$ cat src/rtl/rxd_pkg.sv
package rxd_pkg;
   // flags word bit positions
   localparam int OWN_BIT    = 31;
   localparam int WRAP_BIT   = 30;
   localparam int BAD_BIT    = 27;
   // words per descriptor and width of the length field
   localparam int DESC_WORDS = 3;
   localparam int LEN_W      = 16;

   typedef enum logic [3:0] {
      ST_IDLE,
      ST_FETCH0,
      ST_FETCH1,
      ST_FETCH2,
      ST_FETCH3,
      ST_FILL,
      ST_SKIP,
      ST_PUT_LEN,
      ST_PUT_FLAGS
   } rxd_state_e;
endpackage

$ cat src/rtl/rxd_ring_ptr.sv
// Descriptor pointer kept as an offset from the ring base.
module rxd_ring_ptr #(
   parameter int AW     = 16,
   parameter int STRIDE = 3
) (
   input  logic          clk,
   input  logic          rst_n,
   input  logic [AW-1:0] base,
   input  logic          step,
   input  logic          wrap,
   output logic [AW-1:0] cur
);
   logic [AW-1:0] off_q;

   always_ff @(posedge clk) begin
      if (!rst_n)
         off_q <= '0;
      else if (step)
         off_q <= wrap ? '0 : off_q + AW'(STRIDE);
   end

   assign cur = base + off_q;
endmodule

$ cat src/rtl/rxd_packer.sv
// Packs accepted bytes into 32-bit words, bounded by the buffer capacity.
module rxd_packer #(
   parameter int LEN_W      = 16,
   parameter int LANE_ORDER = 0
) (
   input  logic             clk,
   input  logic             rst_n,
   input  logic             clear,
   input  logic             take,
   input  logic [7:0]       in_byte,
   input  logic             last,
   input  logic             err_in,
   input  logic [LEN_W-1:0] cap,
   output logic [LEN_W-1:0] stored,
   output logic             wr,
   output logic [LEN_W-3:0] wr_idx,
   output logic [31:0]      wr_data,
   output logic             bad
);
   logic [31:0]      hold_q;
   logic [LEN_W-1:0] cnt_q;
   logic             bad_q;
   logic [1:0]       lane;
   logic             keep, full, fin, flush;

   generate
      if (LANE_ORDER == 0) begin : g_low_first
         assign lane = cnt_q[1:0];
      end else begin : g_high_first
         assign lane = 2'd3 - cnt_q[1:0];
      end
   endgenerate

   assign keep = take && (cnt_q < cap);
   assign full = keep && (cnt_q[1:0] == 2'd3);
   assign fin  = take && last;
   // an over-long frame may end with a partial word still held
   assign flush = fin && !keep && (cnt_q[1:0] != 2'd0);

   always_comb begin
      wr_data = hold_q;
      if (keep)
         wr_data[{lane, 3'b000} +: 8] = in_byte;
   end

   assign wr     = full || (fin && keep) || flush;
   assign wr_idx = cnt_q[LEN_W-1:2];
   assign stored = cnt_q;
   assign bad    = bad_q;

   always_ff @(posedge clk) begin
      if (!rst_n || clear) begin
         hold_q <= '0;
         cnt_q  <= '0;
         bad_q  <= 1'b0;
      end else if (take) begin
         if (keep)
            cnt_q <= cnt_q + LEN_W'(1);
         hold_q <= full ? '0 : wr_data;
         bad_q  <= bad_q | !keep | (last & err_in);
      end
   end
endmodule

$ cat src/rtl/rxd_dma.sv
module rxd_dma
   import rxd_pkg::*;
#(
   parameter int AW          = 16,
   parameter int ALIGN_WORDS = 8,
   parameter int LANE_ORDER  = 0
) (
   input  logic          clk,
   input  logic          rst_n,
   input  logic [AW-1:0] ring_base,
   input  logic          rx_req_set,
   input  logic          rx_req_clr,
   output logic          rx_req,
   input  logic          in_valid,
   input  logic [7:0]    in_data,
   input  logic          in_last,
   input  logic          in_err,
   output logic          in_ready,
   output logic          mem_en,
   output logic          mem_we,
   output logic [AW-1:0] mem_addr,
   output logic [31:0]   mem_wdata,
   input  logic [31:0]   mem_rdata
);
   localparam int IDX_W = LEN_W - 2;

   generate
      if (AW < 8 || AW > 29) begin : g_bad_aw
         $error("rxd_dma: AW must lie in 8..29");
      end
      if (ALIGN_WORDS < 1 || (ALIGN_WORDS & (ALIGN_WORDS - 1)) != 0) begin : g_bad_align
         $error("rxd_dma: ALIGN_WORDS must be a power of two");
      end
      if (LANE_ORDER < 0 || LANE_ORDER > 1) begin : g_bad_order
         $error("rxd_dma: LANE_ORDER must be 0 or 1");
      end
   endgenerate

   rxd_state_e       state, state_d;
   logic [31:0]      flags_q;
   logic [LEN_W-1:0] cap_q;
   logic [AW-1:0]    buf_q;
   logic [AW-1:0]    cur;
   logic             rx_req_q;
   logic             take, step, drop_clr, pk_clear, pk_wr, pk_bad;
   logic [LEN_W-1:0] stored_cnt;
   logic [IDX_W-1:0] pk_idx;
   logic [31:0]      pk_data;

   assign in_ready = (state == ST_FILL) || (state == ST_SKIP);
   assign take     = in_valid && in_ready;
   assign pk_clear = (state == ST_FETCH3);
   assign rx_req   = rx_req_q;

   rxd_ring_ptr #(
      .AW     (AW),
      .STRIDE (DESC_WORDS)
   ) u_ring (
      .clk   (clk),
      .rst_n (rst_n),
      .base  (ring_base),
      .step  (step),
      .wrap  (flags_q[WRAP_BIT]),
      .cur   (cur)
   );

   rxd_packer #(
      .LEN_W      (LEN_W),
      .LANE_ORDER (LANE_ORDER)
   ) u_pack (
      .clk     (clk),
      .rst_n   (rst_n),
      .clear   (pk_clear),
      .take    (take),
      .in_byte (in_data),
      .last    (in_last),
      .err_in  (in_err),
      .cap     (cap_q),
      .stored  (stored_cnt),
      .wr      (pk_wr),
      .wr_idx  (pk_idx),
      .wr_data (pk_data),
      .bad     (pk_bad)
   );

   always_comb begin
      state_d   = state;
      mem_en    = 1'b0;
      mem_we    = 1'b0;
      mem_addr  = cur;
      mem_wdata = pk_data;
      step      = 1'b0;
      drop_clr  = 1'b0;
      case (state)
         ST_IDLE: begin
            if (rx_req_q && in_valid)
               state_d = ST_FETCH0;
         end
         ST_FETCH0: begin
            mem_en  = 1'b1;
            state_d = ST_FETCH1;
         end
         ST_FETCH1: begin
            mem_en   = 1'b1;
            mem_addr = cur + AW'(1);
            if (mem_rdata[OWN_BIT]) begin
               state_d = ST_FETCH2;
            end else begin
               state_d  = ST_SKIP;
               drop_clr = 1'b1;
            end
         end
         ST_FETCH2: begin
            mem_en   = 1'b1;
            mem_addr = cur + AW'(2);
            state_d  = ST_FETCH3;
         end
         ST_FETCH3: begin
            state_d = ST_FILL;
         end
         ST_FILL: begin
            mem_en   = pk_wr;
            mem_we   = pk_wr;
            mem_addr = buf_q + AW'(pk_idx);
            if (take && in_last)
               state_d = ST_PUT_LEN;
         end
         ST_SKIP: begin
            if (take && in_last)
               state_d = ST_IDLE;
         end
         ST_PUT_LEN: begin
            mem_en    = 1'b1;
            mem_we    = 1'b1;
            mem_addr  = cur + AW'(1);
            mem_wdata = {cap_q, stored_cnt};
            state_d   = ST_PUT_FLAGS;
         end
         ST_PUT_FLAGS: begin
            mem_en             = 1'b1;
            mem_we             = 1'b1;
            mem_wdata          = flags_q;
            mem_wdata[OWN_BIT] = 1'b0;
            mem_wdata[BAD_BIT] = pk_bad;
            step               = 1'b1;
            state_d            = ST_IDLE;
         end
         default: state_d = ST_IDLE;
      endcase
   end

   always_ff @(posedge clk) begin
      if (!rst_n) begin
         state    <= ST_IDLE;
         flags_q  <= '0;
         cap_q    <= '0;
         buf_q    <= '0;
         rx_req_q <= 1'b0;
      end else begin
         state <= state_d;
         if (state == ST_FETCH1)
            flags_q <= mem_rdata;
         if (state == ST_FETCH2)
            cap_q <= mem_rdata[31:32-LEN_W];
         if (state == ST_FETCH3)
            buf_q <= mem_rdata[AW+1:2] & ~AW'(ALIGN_WORDS - 1);
         if (rx_req_set)
            rx_req_q <= 1'b1;
         else if (rx_req_clr || drop_clr)
            rx_req_q <= 1'b0;
      end
   end
endmodule

$ cat config.mk
export PLATFORM = sky130hd
export DESIGN_NAME = rxd_dma
export DESIGN_NICKNAME = d
export VERILOG_FILES = /design/src/rtl/rxd_pkg.sv /design/src/rtl/rxd_ring_ptr.sv /design/src/rtl/rxd_packer.sv /design/src/rtl/rxd_dma.sv
export SDC_FILE = /design/constraint.sdc
export NUM_CORES = 1
export LEC_CHECK = 0
export BUFFER_PORTS_ARGS = -buffer_cell sky130_fd_sc_hd__buf_2
export CAP_MARGIN = 0
export CORE_ASPECT_RATIO = 0.6
export CORE_UTILIZATION = 35
export CTS_CLUSTER_SIZE = 24
export DETAILED_ROUTE_END_ITERATION = 16
export SLEW_MARGIN = 20
export SYNTH_ARGS = -nofsm -noshare
export SYNTH_HDL_FRONTEND = slang
export SYNTH_SLANG_ARGS = --single-unit
$ cat constraint.sdc
create_clock -name clk -period 4.65 [get_ports clk]
set_input_delay 0.465 -clock clk [delete_from_list [all_inputs] [get_ports clk]]
set_output_delay 0.465 -clock clk [all_outputs]
set_load 0.005 [all_outputs]
* After elaboration in Yosys (flattened, before gate mapping)
Cells that the tools add are included.
Word-level totals: register bits after elaboration 130, input port bits 63, output and inout bits 52, word-level logic and storage cells 75
Operators by class: $add $sub $neg 7, order comparisons 1, equal/unequal tests 12, shift-type cells 2, mux-type cells 18, bitwise logic cells 3, reductions and logical operators 23
Operators with widths (number):
- 32-bit two-way mux | 2
- 32-bit one-hot mux with 2 select lines | 1
- 16-bit one-hot mux with 3 select lines | 1
- 16-bit by 1-bit adder with 16-bit output (second input constant) | 2
- 16-bit by 2-bit adder with 16-bit output (second input constant) | 2
- 32-bit bitwise mux | 1
- 4-bit one-hot mux with 8 select lines | 1
- 8-bit by 7-bit variable shift with 32-bit output (first input constant) | 1
- 8-bit by 7-bit indexed part select with 32-bit output | 1
- 16-bit by 14-bit adder with 16-bit output | 1
- 16-bit adder | 1
- 4-bit by 3-bit == test with 1-bit output (second input constant) | 4
- 16-bit less-than comparator | 1
- 16-bit two-way mux | 1
- 4-bit two-way mux | 3
- 4-bit by 2-bit == test with 1-bit output (second input constant) | 2
- 1-bit logical AND | 8
- 5-bit negation with 7-bit output | 1
- 1-bit logical OR | 5
- 1-bit two-way mux | 5
- 5-bit OR reduction | 1
- 4-bit by 1-bit == test with 1-bit output (second input constant) | 1
- 4-bit == test (second input constant) | 1
- 4-bit logical NOT | 1
- other kinds (12) | 18

* Depth between registers and ports, before layout
Gate-level depths: netlist (run 1).
word-level depth 9, mapped depth 13, mapped depth without buffers 12

* Modules after synthesis
From an unflattened synthesis (run 1), not the netlist that was laid out.
Second synthesis, totals: cell total of the unflattened synthesis 1105, area total of the unflattened synthesis 8688.3 um^2
By module, submodules not included:
- rxd_dma | times used 1, cells each 601, area an instance 4251.6 um^2, seq. area each 1281.2 um^2
- rxd_packer | times used 1, cells each 324, area an instance 3012.9 um^2, seq. area each 980.9 um^2
- rxd_ring_ptr | times used 1, cells each 180, area an instance 1423.9 um^2, seq. area each 320.3 um^2

* Worst setup path after synthesis (run 1)
No wires, ideal clock.
kind in2out, start point input ring_base[0], end point output mem_addr[15], arrival 2.904 ns, data required time 4.185 ns, slack 1.281 ns, cell stages on the path 12, path buffers 0, cells stage by stage ha_1 -> inv_1 -> fa_1 -> and2b_1 -> o2111ai_1 -> a311oi_1 -> or3_1 -> o211ai_1 -> nor3b_4 -> nand4_1 -> xnor2_1 -> o221ai_1
Between the ends: cells in the longest elaborated chain, start to end 3, elaborated cells between the ends (all ways) 4, those cells by class add/sub (3); mux (1)
Ends and longest elaborated chain:
- start, declared | RTL line rxd_dma.sv:10 | input logic [AW-1:0] ring_base,
- 16-bit adder * | RTL line rxd_ring_ptr.sv:22 | assign cur = base + off_q;
- 16-bit by 1-bit adder with 16-bit output or 16-bit by 2-bit adder with 16-bit output (tied branches) | RTL line rxd_dma.sv:105, rxd_dma.sv:135, rxd_dma.sv:115
- 16-bit one-hot mux with 3 select lines * | RTL line rxd_dma.sv:94 | case (state)
- end, declared | RTL line rxd_dma.sv:21 | output logic [AW-1:0] mem_addr,
Every way passes the cells marked *; elsewhere a longest branch is shown, timed or not.

* Worst setup path in the final report (run 1)
start point register u_ring.off_q[0], end point output mem_addr[15]
Between the ends: cells in the longest elaborated chain, start to end 3, elaborated cells between the ends (all ways) 4, those cells by class add/sub (3); mux (1)
Ends and longest elaborated chain:
- start, declared | RTL line rxd_ring_ptr.sv:13 | logic [AW-1:0] off_q;
- start signal, assigned | RTL line rxd_ring_ptr.sv:19 | off_q <= wrap ? '0 : off_q + AW'(STRIDE);
- 16-bit adder * | RTL line rxd_ring_ptr.sv:22
- 16-bit by 1-bit adder with 16-bit output or 16-bit by 2-bit adder with 16-bit output (tied branches) | RTL line rxd_dma.sv:105, rxd_dma.sv:135, rxd_dma.sv:115
- 16-bit one-hot mux with 3 select lines * | RTL line rxd_dma.sv:94
Marks and branches as above.

==> results of run 1 <==
where the power goes:
part / total (mW) / internal (mW) / switching [mW]
combinational: 0.418 / 0.148 / 0.269
clock: 1.25 / 0.709 / 0.545
sequential: 1.18 / 1.14 / 0.0343
final cells by class:
cell class,instances,area [sq um]
clock inverters,11,83.8
diodes,1,2.50
well taps,315,394
flip-flops and latches,129,2580
clock buffers,20,457
repair buffers,135,728
multi-input cells,887,5590
fillers,2465,13500
inverters,33,124
metal layers:
| metal | GRT usage | wire (microns) |
|---|---|---|
| met2 | 0.304 | 10800 |
| met1 | 0.374 | 15200 |
| met4 | 0.0578 | 271 |
| met3 | 0.0445 | 2270 |
| met5 | 0 | 9 |
cells by family after synthesis:
logic type	after synthesis	share of synthesized area
AND/OR/NAND/NOR	428	0.236
AO/OA/AOI/OAI	350	0.277
flip-flops	129	0.303
buffers and inverters	99	0.0452
XOR/XNOR	57	0.0611
adder cells (fa/ha/maj)	52	0.0780
cell usage in the layout (no fill, tap or decap), types with 25 or more instances in the layout:
| cell type | instances |
|---|---|
| o21ai_0 | 88 |
| buf_2 | 114 |
| nand2_1 | 213 |
| a22oi_1 | 33 |
| ha_1 | 50 |
| nor2_1 | 69 |
| xor2_1 | 29 |
| inv_1 | 31 |
| nand4_1 | 52 |
| a21oi_1 | 47 |
| dfxtp_1 | 129 |
| xnor2_1 | 25 |
| a21boi_0 | 92 |
stage by stage:
step | setup WS [ns] | total power, mW | util
floorplan | 1.28 | 1.44 | -
global placement | 0.515 | 1.60 | 0.400
finish | 0.302 | 2.85 | 0.424
CTS | 0.0936 | 2.86 | 0.423
global route | -0.00450 | 2.97 | 0.424
detailed placement | 0.461 | 1.61 | 0.400
flip-flops by register name, summed over array words and instances, names as in the netlist:
register / flops
buf_q: 13
u_pack.hold_q: 32
u_pack.stored: 16
state: 4
cap_q: 16
flags_q: 30
u_pack.bad: 1
u_ring.off_q: 16
rx_req: 1
worst paths after layout:
kind / start / endpoint / slack [ns]
worst max-delay path: u_ring.off_q[0]$_SDFFE_PN0P_ / mem_addr[15] / 0.30
worst min-delay path: rx_req_set / rx_req$_SDFFE_PN0P_ / 0.23
worst max register to register: u_pack.stored[9]$_SDFFE_PP0P_ / u_pack.hold_q[11]$_SDFFE_PP0P_ / 0.99
worst min register to register: u_pack.hold_q[7]$_SDFFE_PP0P_ / u_pack.hold_q[7]$_SDFFE_PP0P_ / 0.45
repair_timing:
| action | CTS | global route |
|---|---|---|
| resized for setup | 0 | 1 |
| buffers inserted | 0 | 1 |
| setup endpoints to repair | 0 | 3 |
==> impl_metrics.toml, run 1 <==
[cts]
tritoncts = "yes"
cts_buffers = 17
path_clk_slew_ns = 0.06
numClockSinks = 129
clock-root-buffer = "clkbuf_16"
cts_hold_buf = 0
clockBufferDepth = 2
htreeDepth = 4
insertion_delay_ns = 0.44

[setup_path]
critPathRequiredTime_ns = 4.18
critPathTopFamily = "compound AO/OA/AOI/OAI gates"
crit_type = "reg2out"
worstRegToRegCells = 11
cp-end-kind = "output pin"
critPathArrivalTime_ns = 3.88
path_cells = "ha_1, inv_1, fa_1, and2b_1, o2111ai_1, a311oi_2, buf_4, or3_1, o211ai_1, nor3b_4, nand4_1, xnor2_1, o221ai_1, buf_2"
critical_path.max_stage_delay_ns = 0.40
cp_max_fo = 5
startpoint_type = "flop"
path_buf_inv = 3
slowest_stage = "fa_1"
cp.depth = 14

[yosys]
synth_cells = 1115
synth.distinct_cells = 73
synthTopCellsByArea = "dfxtp_1 (30%), nand2_1 (9.4%), a21boi_0 (8.1%)"
seq_area_frac_synth = 0.303
ys_seq_elements = 129
synth_commonest_cells = "nand2_1 (213), dfxtp_1 (129), a21boi_0 (92)"
syn_area_per_cell_sq_um = 7.65
synth_edf_count = 0
yosysWarnings = 0
yosysTopAreaCell = "dfxtp_1"
ys.flop_type = "dfxtp_1"
syn_nets = 1230
ys_async_sr_fraction = 0
synth_top_area_share = 0.303
netlist_area_sq_um = 8530
yosysMostFrequentCell = "nand2_1"

[floorplanning]
die_x_microns = 204
core-area_sq_um = 23500
die_h_microns = 123
start_util = 0.363
num_rows = 43
io_pins = 115
die_area_sq_um = 25000

[timing]
hold-worst-slack_ns = 0.235
tightestPinTransition_ns = 0.997
post-route-period-util = 0.935
period_minus_slack_ns = 4.35
hold_viol = 0
finalMaxSlewViolations = 0
setup_viol = 0
max_freq_ghz = 0.230
finalClockSkew_ns = 0.00912
tns_ns = 0
timing.slew.headroom = 0.330

[worst_hold_path]
hold_path.class = "in2reg"
hold_depth = 2

[place]
dpl_cell_area_sq_um = 9410
port_buffers = 114
place_congestion = 0.890
dp_hpwl_microns = 21400
dp.cells = 1498

[cells_and_area]
area_growth_syn_to_layout_pct = 16.8
nets = 1318
drive_above_1_share = 0.160
instances_no_fill = 1531
fin_area_sq_um = 9970

[global_routing]
grt_max_degree = 64
grt_pass1_wl_microns = 44500
grt_pass1_vias = 7796
antenna_found_initial = 2
groute.usage.overall = 0.233
grt_overflow = 0

[route]
vias = 8575
drt_pre_antenna_iters = 5
drt_iter0_markers = 750
drc = 0
routed_via_density = 5.60
detail-route-antenna-nets = 0
wl_per_cell_microns = 18.7
drt_wl_total_microns = 28600

[run]
max-cap-violations = 0

[status]
status = "finished clean"

[pwr]
powerDensity_nw_per_um2 = 286
max-vdd-ir-drop_uv = 145
p_leak_nw = 3.87
No activity file was read; power rests on OpenSTA's default activity.
==> inputs of run 2 (changes only) <==
Settings changed: CELL_PAD_IN_SITES_DETAIL_PLACEMENT set to 0, CELL_PAD_IN_SITES_GLOBAL_PLACEMENT set to 1, PLACE_DENSITY_LB_ADDON set to 0.1.
==> run 2 against run 1 <==
Effect of this change: first-iteration DRC count decreased by 17%; hold slack improved by 0.0095 ns; via count decreased by 2.1%; worst setup slack worse by 0.022 ns; critical path depth stayed put; count of clock-buffer cells in the layout grew 2; critical endpoint unchanged; largest power group unchanged.
==> impl_metrics.toml, run 2 (synthesis results as in run 1) <==
[timing]
rsz0062_at_grt = "no"
tightestPinTransition_ns = 0.943
setup_viol = 0
finalClockSkew_ns = 0.0134
timing.slew.headroom = 0.372
max_freq_ghz = 0.229
post-route-period-util = 0.940
finalMaxSlewViolations = 0
hold_viol = 0
setup_ws_ns = 0.280
period_minus_slack_ns = 4.37
tns_ns = 0

[global_routing]
grt_overflow = 0
antenna_found_initial = 0
groute.usage.overall = 0.247
grt_max_degree = 64
grt_pass1_wl_microns = 46100
grt_pass1_vias = 7534

[cts]
path_clk_slew_ns = 0.06
cts_hold_buf = 0
cts_resized = 0
insertion_delay_ns = 0.43
cts_setup_buffers = 0
clock-root-buffer = "clkbuf_16"
tritoncts = "yes"
htreeDepth = 4
numClockSinks = 129
clockBufferDepth = 2
cts_buffers = 17

[floorplanning]
io_pins = 115
core-area_sq_um = 23500
die_h_microns = 123
die_area_sq_um = 25000
num_rows = 43
die_x_microns = 204
start_util = 0.363

[cells_and_area]
layout_common_cells = "nand2_1 (213), dfxtp_1 (129), buf_2 (114)"
diodes = 0
largest-register = "u_pack.hold_q"
nets = 1318
largest_reg_flops = 32
mostFrequentLayoutCell = "nand2_1"
drive_above_1_share = 0.157
area_growth_syn_to_layout_pct = 17.0
reg_top3 = "u_pack.hold_q (32), flags_q (30)"

[setup_path]
critical_path.max_stage_delay_ns = 0.40
critPathRequiredTime_ns = 4.18
critPathArrivalTime_ns = 3.91
startpoint_type = "flop"
crit_type = "reg2out"
cp-end-kind = "output pin"
path_buf_inv = 3
cp_max_fo = 5
critPathTopFamily = "compound AO/OA/AOI/OAI gates"
path_cells = "ha_1, inv_1, fa_1, and2b_1, o2111ai_1, a311oi_1, buf_4, or3_1, o211ai_1, nor3b_4, nand4_1, xnor2_1, o221ai_1, buf_2"
slowest_stage = "fa_1"

[route]
wl_per_cell_microns = 19.9
drt_pre_antenna_iters = 4
detail-route-antenna-nets = 0
vias = 8398
drt_wl_total_microns = 30400
drt_iter0_markers = 625
routed_via_density = 5.50
drc = 0

[pwr]
powerDensity_nw_per_um2 = 292
p_int_mw = 2.12
pwr-share-seq = 0.402
p_switching_mw = 0.800
max-vdd-ir-drop_uv = 222
p_comb_frac = 0.143
swShare = 0.274
p_leak_nw = 3.89
clockPowerShare = 0.455

[place]
port_buffers = 114
place_congestion = 0.855
dp_hpwl_microns = 23100
pre_cts_slack_ns = 0.626

[worst_hold_path]
hold_path.class = "in2reg"

[run]
max-cap-violations = 0

[status]
status = "finished clean"
==> run 2: cell count changes in the layout (fill, tap and decap cells not counted), sizes merged <==
cell / delta
bufinv: +2
clkinv: -2
inv: -2
diode: -1
clkinvlp: -3
clkbuf: +2
==> run 2: area by class of cell <==
type	instances	area, sq um
tap	315	394
sequential	129	2580
timing repair buffer	135	728
clock inverter	6	82.6
inverter	33	124
multi-input combinational	887	5590
fill	2462	13500
clock buffer	22	484
==> run 2: worst reg2reg max path: cells and delay by family, from the launching register on <==
kind,cells,cell delay [ns]
flops,1,0.50
compound gates,8,1.95
buf+inv,2,0.66
fa+ha+maj,1,0.31
==> run 2: power by group through the flow <==
| stage | clock [mW] | combinational (mW) | sequential (mW) |
|---|---|---|---|
| finish | 1.33 | 0.417 | 1.17 |
| global route | 1.41 | 0.456 | 1.18 |
| CTS | 1.35 | 0.413 | 1.17 |
| detailed placement | 0 | 0.412 | 1.20 |
| global placement | 0 | 0.413 | 1.20 |
| floorplan | 0 | 0.258 | 1.18 |
==> run 2: routing by layer <==
metal,wire (microns),global-route usage,up-vias
li1,-,-,4184
met1,17400,0.424,3950
met2,10700,0.291,248
met3,2020,0.0498,16
met4,205,0.0465,0
met5,0,0,-
==> run 2: worst paths after layout <==
| path | start | cells after the start | end | slack, ns |
|---|---|---|---|---|
| worst min register to register | u_pack.hold_q[14]$_SDFFE_PP0P_ | 2 | u_pack.hold_q[14]$_SDFFE_PP0P_ | 0.45 |
| worst max register to register | u_pack.stored[9]$_SDFFE_PP0P_ | 11 | u_pack.hold_q[6]$_SDFFE_PP0P_ | 1.10 |
| worst min-delay path | rx_req_set | 2 | rx_req$_SDFFE_PN0P_ | 0.24 |
| worst max-delay path | u_ring.off_q[0]$_SDFFE_PN0P_ | 14 | mem_addr[15] | 0.28 |
==> run 2: stage by stage <==
stage	instances	instance area [sq um]	util	power, mW	hold WS [ns]
detailed placement	1499	9420	0.401	1.61	0.437
floorplan	1115	8530	-	1.44	0.420
CTS	1527	9980	0.425	2.94	0.228
global placement	1499	9420	0.401	1.61	0.428
finish	1527	9980	0.425	2.92	0.244
global route	1527	9980	0.425	3.04	0.237
